--- config.mk ---
export PLATFORM = sky130hd
export DESIGN_NAME = refclk_bank_array
export DESIGN_NICKNAME = d
export VERILOG_FILES = /design/src/rtl/refclk_pkg.sv /design/src/rtl/refclk_cfg_reg.sv /design/src/rtl/refclk_divider.sv /design/src/rtl/refclk_pin_mux.sv /design/src/rtl/refclk_bank_array.sv
export SDC_FILE = /design/constraint.sdc
export NUM_CORES = 1
export LEC_CHECK = 0
export BUFFER_PORTS_ARGS = -buffer_cell sky130_fd_sc_hd__buf_2
export CORE_UTILIZATION = 50
export CTS_CLUSTER_DIAMETER = 40
export DETAILED_ROUTE_END_ITERATION = 16
export PLACE_DENSITY_LB_ADDON = 0.05
export SLEW_MARGIN = 0
export SYNTH_ARGS = -nofsm -noshare
export SYNTH_HDL_FRONTEND = slang
export SYNTH_SLANG_ARGS = --single-unit
--- constraint.sdc ---
create_clock -name clk -period 8.7 [get_ports clk]
set_clock_uncertainty 0.2 [all_clocks]
set_input_delay 0.87 -clock clk [delete_from_list [all_inputs] [get_ports clk]]
set_output_delay 0.87 -clock clk [all_outputs]
set_load 0.01 [all_outputs]
--- src/rtl/refclk_pkg.sv ---
package refclk_pkg;
  localparam int CFG_W  = 32;
  localparam int DIV_W  = 7;
  localparam int EN_POS = DIV_W;

  typedef struct packed {
    logic             en;
    logic [DIV_W-1:0] div;
  } refclk_cfg_t;

  function automatic refclk_cfg_t decode_cfg(input logic [CFG_W-1:0] word);
    refclk_cfg_t c;
    c.en  = word[EN_POS];
    c.div = word[DIV_W-1:0];
    return c;
  endfunction

  function automatic logic [DIV_W-1:0] eff_div(input logic [DIV_W-1:0] d);
    return (d == '0) ? DIV_W'(1) : d;
  endfunction
endpackage

--- src/rtl/refclk_cfg_reg.sv ---
module refclk_cfg_reg
  import refclk_pkg::*;
#(
  parameter int BANK_ID = 0,
  parameter int SEL_W   = 2
) (
  input  logic             clk,
  input  logic             rst,
  input  logic             wr,
  input  logic [SEL_W-1:0] sel,
  input  logic [CFG_W-1:0] wdata,
  output refclk_cfg_t      cfg_q,
  output logic             restart
);
  refclk_cfg_t nxt;
  logic        hit;

  always_comb begin
    hit     = wr && (sel == SEL_W'(BANK_ID));
    nxt     = decode_cfg(wdata);
    restart = hit && (nxt.div != cfg_q.div);
  end

  always_ff @(posedge clk) begin
    if (rst)      cfg_q <= '0;
    else if (hit) cfg_q <= nxt;
  end
endmodule

--- src/rtl/refclk_divider.sv ---
module refclk_divider
  import refclk_pkg::*;
(
  input  logic             clk,
  input  logic             rst,
  input  logic             en,
  input  logic [DIV_W-1:0] div,
  input  logic             restart,
  output logic             tick
);
  logic [DIV_W-1:0] cnt;
  logic [DIV_W-1:0] last;

  always_comb last = eff_div(div) - DIV_W'(1);

  always_ff @(posedge clk) begin
    if (rst || !en || restart) begin
      cnt  <= '0;
      tick <= 1'b0;
    end else if (cnt == last) begin
      cnt  <= '0;
      tick <= ~tick;
    end else begin
      cnt  <= cnt + DIV_W'(1);
    end
  end
endmodule

--- src/rtl/refclk_pin_mux.sv ---
module refclk_pin_mux (
  input  logic clk,
  input  logic rst,
  input  logic en,
  input  logic tick,
  input  logic gpio_val,
  input  logic gpio_oe,
  output logic pin_val,
  output logic pin_oe
);
  always_ff @(posedge clk) begin
    if (rst) begin
      pin_val <= 1'b0;
      pin_oe  <= 1'b0;
    end else begin
      pin_val <= en ? tick : gpio_val;
      pin_oe  <= en ? 1'b1 : gpio_oe;
    end
  end
endmodule

--- src/rtl/refclk_bank_array.sv ---
module refclk_bank_array
  import refclk_pkg::*;
#(
  parameter int NUM_BANKS = 4,
  localparam int SEL_W    = (NUM_BANKS > 1) ? $clog2(NUM_BANKS) : 1
) (
  input  logic                 clk,
  input  logic                 rst,
  input  logic                 cfg_wr,
  input  logic [SEL_W-1:0]     cfg_sel,
  input  logic [CFG_W-1:0]     cfg_wdata,
  input  logic [NUM_BANKS-1:0] gpio_val_in,
  input  logic [NUM_BANKS-1:0] gpio_oe_in,
  output logic [NUM_BANKS-1:0] pin0_val,
  output logic [NUM_BANKS-1:0] pin0_oe
);
  logic [NUM_BANKS-1:0]       cfg_en_w;
  logic [NUM_BANKS*DIV_W-1:0] cfg_div_w;
  logic [NUM_BANKS-1:0]       tick_w;

  for (genvar b = 0; b < NUM_BANKS; b++) begin : g_bank
    refclk_cfg_t cfg;
    logic        restart;

    refclk_cfg_reg #(.BANK_ID(b), .SEL_W(SEL_W)) u_cfg (
      .clk(clk), .rst(rst), .wr(cfg_wr), .sel(cfg_sel), .wdata(cfg_wdata),
      .cfg_q(cfg), .restart(restart)
    );

    refclk_divider u_div (
      .clk(clk), .rst(rst), .en(cfg.en), .div(cfg.div),
      .restart(restart), .tick(tick_w[b])
    );

    refclk_pin_mux u_mux (
      .clk(clk), .rst(rst), .en(cfg.en), .tick(tick_w[b]),
      .gpio_val(gpio_val_in[b]), .gpio_oe(gpio_oe_in[b]),
      .pin_val(pin0_val[b]), .pin_oe(pin0_oe[b])
    );

    assign cfg_en_w[b]                  = cfg.en;
    assign cfg_div_w[b*DIV_W +: DIV_W]  = cfg.div;
  end
endmodule

# == Word level (Yosys, flattened, before mapping) ==
# Index checks and enable logic that the tools add are counted.
# word_totals
regBits,72
# classes
eq_ne,11
addsub,8
bitwise_logic,4
reduce_logical,29
mux,12
# ops
operator,n
$add 7x1->7 const B,4
$eq 7x7->1,4
$logic_not 7->1,4
$mux 7,4
$ne 7x7->1,4
$sub 7x1->7 const B,4
$logic_and 1x1->1,8
$logic_or 1x1->1,8
$mux 1,8
$reduce_or 2->1,4
$eq 2x2->1 const B,2
$logic_not 1->1,4
$not 1->1,4
$eq 2x1->1 const B,1
$logic_not 2->1,1

# == Longest topological paths before layout ==
# logic_depth
depth_word,5
depth_mapped,11

# == By module ==
# Synthesis repeated with hierarchy kept, for this count alone.
# unflattened
cells_unflattened,429
hier_area_um2,3831.2
# by_module_without_submodules
mod,area_each_um2,cells_each,instances,seq_area_each_um2
refclk_divider,530.5,63,4,160.2
refclk_cfg_reg at g_bank[1].u_cfg ...,365.4,36,2,160.2
refclk_cfg_reg at g_bank[0].u_cfg,376.6,36,1,160.2
refclk_cfg_reg at g_bank[3].u_cfg,356.6,45,1,160.2
refclk_pin_mux,61.3,6,4,40.0

# == Worst setup path before layout ==
# No wires, ideal clock.
# synth_path
path_kind,register to register
startpoint,reg g_bank[2].u_cfg.cfg_q[3] in the netlist's numbering
endpoint,reg g_bank[2].u_div.cnt[2]
path_stages_with_launch,12
synth_period_minus_slack_ps,2773
slack_ps,5927
arrival_ps,2458
n_path_buf,2
setup_time_ps,115
path_cell_list,dfxtp_1 -> clkbuf_1 -> nor4_1 -> a21oi_1 -> ha_1 -> o21ba_2 -> a221oi_1 -> a41oi_1 -> a2111oi_0 -> or2_1 -> buf_2 -> nor2_1
# synth_between
elab_chain_cells,5
# synth_rtl
item,line_no,source
start: declaration,refclk_cfg_reg.sv:12,"output refclk_cfg_t cfg_q,"
start signal: assignment,refclk_cfg_reg.sv:26,else if (hit) cfg_q <= nxt;
$logic_not 7->1,refclk_pkg.sv:19,return (d == '0) ? DIV_W'(1) : d;
$mux 7,refclk_pkg.sv:19,
$sub 7x1->7,refclk_divider.sv:14,always_comb last = eff_div(div) - DIV_W'(1);
$eq 7x7->1,refclk_divider.sv:20,end else if (cnt == last) begin
$reduce_or 2->1 (no line) (*),--,
end signal: assignment,refclk_divider.sv:24,cnt <= cnt + DIV_W'(1);
end: declaration,refclk_divider.sv:11,logic [DIV_W-1:0] cnt;
# Mark *: on every way between the ends. The rest lies on a longest branch, timed or not.
# A chain may end at the register's enable or synchronous reset.

# == Final worst setup path ==
# layout_path
startpoint,reg g_bank[2].u_cfg.cfg_q[2] in the netlist's numbering
endpoint,reg g_bank[2].u_div.cnt[5]
# The elaborated chain is that of the path after synthesis.

==> summary.txt <==
Run status
  – Run status: finished clean

Finish
  – Layout Cell Area excl Fill: 0.004310 mm2
  – Share of post-route cells with drive strength above 1: 13.39%
  – Area of the multi-input gates: 0.002310 mm2
  – Final cell count without fillers: 565
  – # nets final: 511
  – Area growth from synthesis to final layout: 8.163%
  – Number of filler instances in the final layout: 733
  – Diodes inserted: 0
  – Finished Core Util: 55.78%
  – Flip-flop and latch area: 0.001441 mm2

Power
  – Cell area power density: 181.4 mW/mm2
  – Final Power: roughly 780 uW
  – Leakage power: 1.708 nW
  – VDD IR-drop max: 0.0001009 V

Global routing
  – Wire length of the first global-routing pass: about 13 mm
  – Antenna violations before repair: 0
  – Pin count of the biggest net entering global routing: 45
  – Via count of the first global-routing pass: 2744
  – Remaining Overflow, GRT: 0
  – All-layer global routing usage: 19.61%

Route
  – Detailed-route wire length per cell: 13.28 um
  – Via count normalized by instance count: between 5 and 6
  – Overall routed net length: between 7 and 8 mm
  – Number of detailed-routing iterations run before antenna repair: 4
  – Post-route DRC violation count: 0
  – Initial DRC Count: 80
  – Routed Antenna Nets: 0
  – Total via count in the routed design: 2960

Clock tree
  – CTS tree: done
  – CTS max path bufs: 2
  – Clk slew on worst S/H paths: around 0.08 ns
  – Number of instances resized during post-cts repair: 0
  – Clock sinks: 72
  – Number of buffers added by the clock tree synthesis step: 9
  – Total of hold buffers inserted after clock tree synthesis: 0
  – Clock insertion delay at the later pin of the skew report: 0.34 ns
  – H-tree lvl count: 3
  – CTS Root Cell: clkbuf_8
  – Post-CTS Setup Bufs: 0

STA
  – Max-Slew Margin vs Limit: about two fifths
  – Final Slew Violations: 0
  – Total Neg Setup Slack: 0 ns
  – Minimum setup slack in the final design: 5.529 ns
  – Post-route minimum period: 3.171 ns
  – Final Hold Violating Endpoints: 0
  – Setup repair after global routing missed its margin: no
  – Post-route clock period utilization: 36.45%
  – Fmax achieved: 315.4 MHz
  – Final Hold Slack: between 0.3 and 0.4 ns
  – Worst slew pin tran: 0.8751 ns
  – Number of setup violations in the final report: 0

Floorplan
  – Width of the die: 91.28 um
  – Vertical extent of the die: a little over 90 um
  – Effective utilization at floorplan: 51.57%
  – Floorplan core area: a little under 0.008 mm2
  – IO Pins: 53
  – Overall die area: 0.008331 mm2
  – Row Count: 32

Synth
  – Adder-Cell Fraction of Synth Area: ~2.5%
  – Net count of the mapped netlist: between 500 and 600
  – Area share of the leading cell type in the synthesized netlist: 36.17%
  – Fraction of synthesized cell area in xor and xnor cells: 17.36%
  – Library cell with the highest instance count after synthesis: nor2_1
  – Total standard cell area after synthesis: 0.003985 mm2
  – Cell taking the most area after synthesis: dfxtp_1
  – Synth async-reset ratio: 0%
  – Number of register bits inferred by synthesis: 72
  – Most used flip-flop cell after synthesis: dfxtp_1
  – Register area share after synthesis: 36.17%
  – Simple logic cell fraction of the synthesized area: 21.85%
  – Combinational family with the most area after synthesis: simple AND/OR/NAND/NOR gates
  – Synthesized-area fraction occupied by ao, oa, aoi and oai cells: 8.760%
  – Dominant cells by area after synthesis: dfxtp_1 36%, xnor2_1 9.9%, xor2_1 7.5%, nor2_1 7.0%, mux2i_1 6.8%
  – Syn_area_per_cell: 8.682 um2
  – Number of enable-type register cells in the synthesized netlist: 0
  – Distinct cells, synth: 56
  – Post-synthesis cell count: 459
  – Mux share of post-synthesis cell area: 7.347%
  – Most instantiated cells after synthesis: 74 x nor2_1, 72 x dfxtp_1, 45 x xnor2_1
  – Yosys synthesis warning count: 0

Setup path
  – Crit Reg-Reg Startpoint: g_bank[2].u_cfg.cfg_q[2]
  – Arrival time worst endpoint: 3.21 ns
  – Data required time of the worst path: 8.74 ns
  – Largest stage delay on the critical path: roughly 0.57 ns
  – Type of origin of the critical path: register
  – Buffering stage count on the worst path with inverters included: 0
  – Type of the setup path with the least slack: register to register
  – Critical path startpoint: g_bank[2].u_cfg.cfg_q[2]
  – Highest-delay cell along the critical path: a2111oi_0
  – Total number of cells along the worst setup path: 9
  – Cells on worst reg2reg path: 9
  – Sort of element at the end of the critical path: register
  – Critical path peak fanout: 7
  – Kind of cell adding the most delay to the critical path: compound AO/OA/AOI/OAI gates
  – Cell-by-cell listing of the critical path: nor4_1, a21oi_1, ha_1, o21ba_2, a221oi_1, a41oi_1, a2111oi_0, or2_1, nor2_1

Placement
  – Weighted congestion reported at the end of routability-driven placement: 0.7809
  – Placed Cells: 549
  – Placed cell areas: roughly 0.004 mm2
  – # port buffers: 28
  – Estimated wirelength of the detail-placed design: 5.274 mm
  – Setup slack after placement: 5.516 ns

Worst hold path
  – Min-Delay Startpoint: g_bank[1].u_div.cnt[0]
  – Min-delay worst type: register to register
  – Cells on Worst Hold Path: 1

Run
  – Number of max-cap violations: 0
==> state kept, by name (all words and copies together) (netlist names) <==
register and flops:
g_bank.u_cfg.cfg_q 32, g_bank.u_div.cnt 28, g_bank.u_div.tick 4, g_bank.u_mux.pin_oe 4, g_bank.u_mux.pin_val 4
==> where the power goes <==
group          internal, mW  total [mW]  switching (mW)  leakage (nW)
clock                 0.206       0.335           0.129         0.126
sequential            0.337       0.347          0.0103         0.584
combinational        0.0496      0.0998          0.0502         0.998
total                 0.592       0.782           0.190          1.71
==> worst paths after layout <==
check	endpoint	slack (ns)
worst max-delay path	g_bank[2].u_div.cnt[5]	5.53
worst min-delay path	g_bank[1].u_div.cnt[0]	0.30
worst max register to register	g_bank[2].u_div.cnt[5]	5.53
worst min register to register	g_bank[1].u_div.cnt[0]	0.30
==> layout by cell type, fill, tap and decap left out, drive strengths merged, types with 13 or more instances in the layout <==
master,instances
xnor2,45
nand2b,13
buf,29
nand2,19
xor2,34
mux2i,27
a21oi,20
dfxtp,72
nor2,81
nand3,14
==> per-layer routing <==
| metal | wire, um | share of wire [%] | global-route usage, % | vias to the layer above |
|---|---|---|---|---|
| met5 | 0 | 0 | 0 | - |
| li1 | - | - | - | 1536 |
| met3 | 252 | 3.4 | 3.015 | 11 |
| met2 | 3252 | 43 | 29.67 | 54 |
| met1 | 3852 | 51 | 27.31 | 1359 |
| met4 | 148 | 2.0 | 9.127 | 0 |
==> cell families (layout without fill, tap and decap cells) <==
family,Yosys count,in the layout
and+or+nand+nor,171,171
xor gates and xnor gates,79,79
DFF,72,72
AOI/OAI and AO/OA,51,51
buffers and inverters,49,53
muxes,29,29
adders and majority gates,8,8
==> area by class of cell <==
type | count | share of cell area, %
multi-input combinational | 338 | 53.59
sequential | 72 | 33.44
clock buffer | 11 | 3.512
timing repair buffer | 29 | 3.425
tap | 102 | 2.961
clock inverter | 5 | 2.380
inverter | 8 | 0.6967
Power figures use the tool's default switching activity.
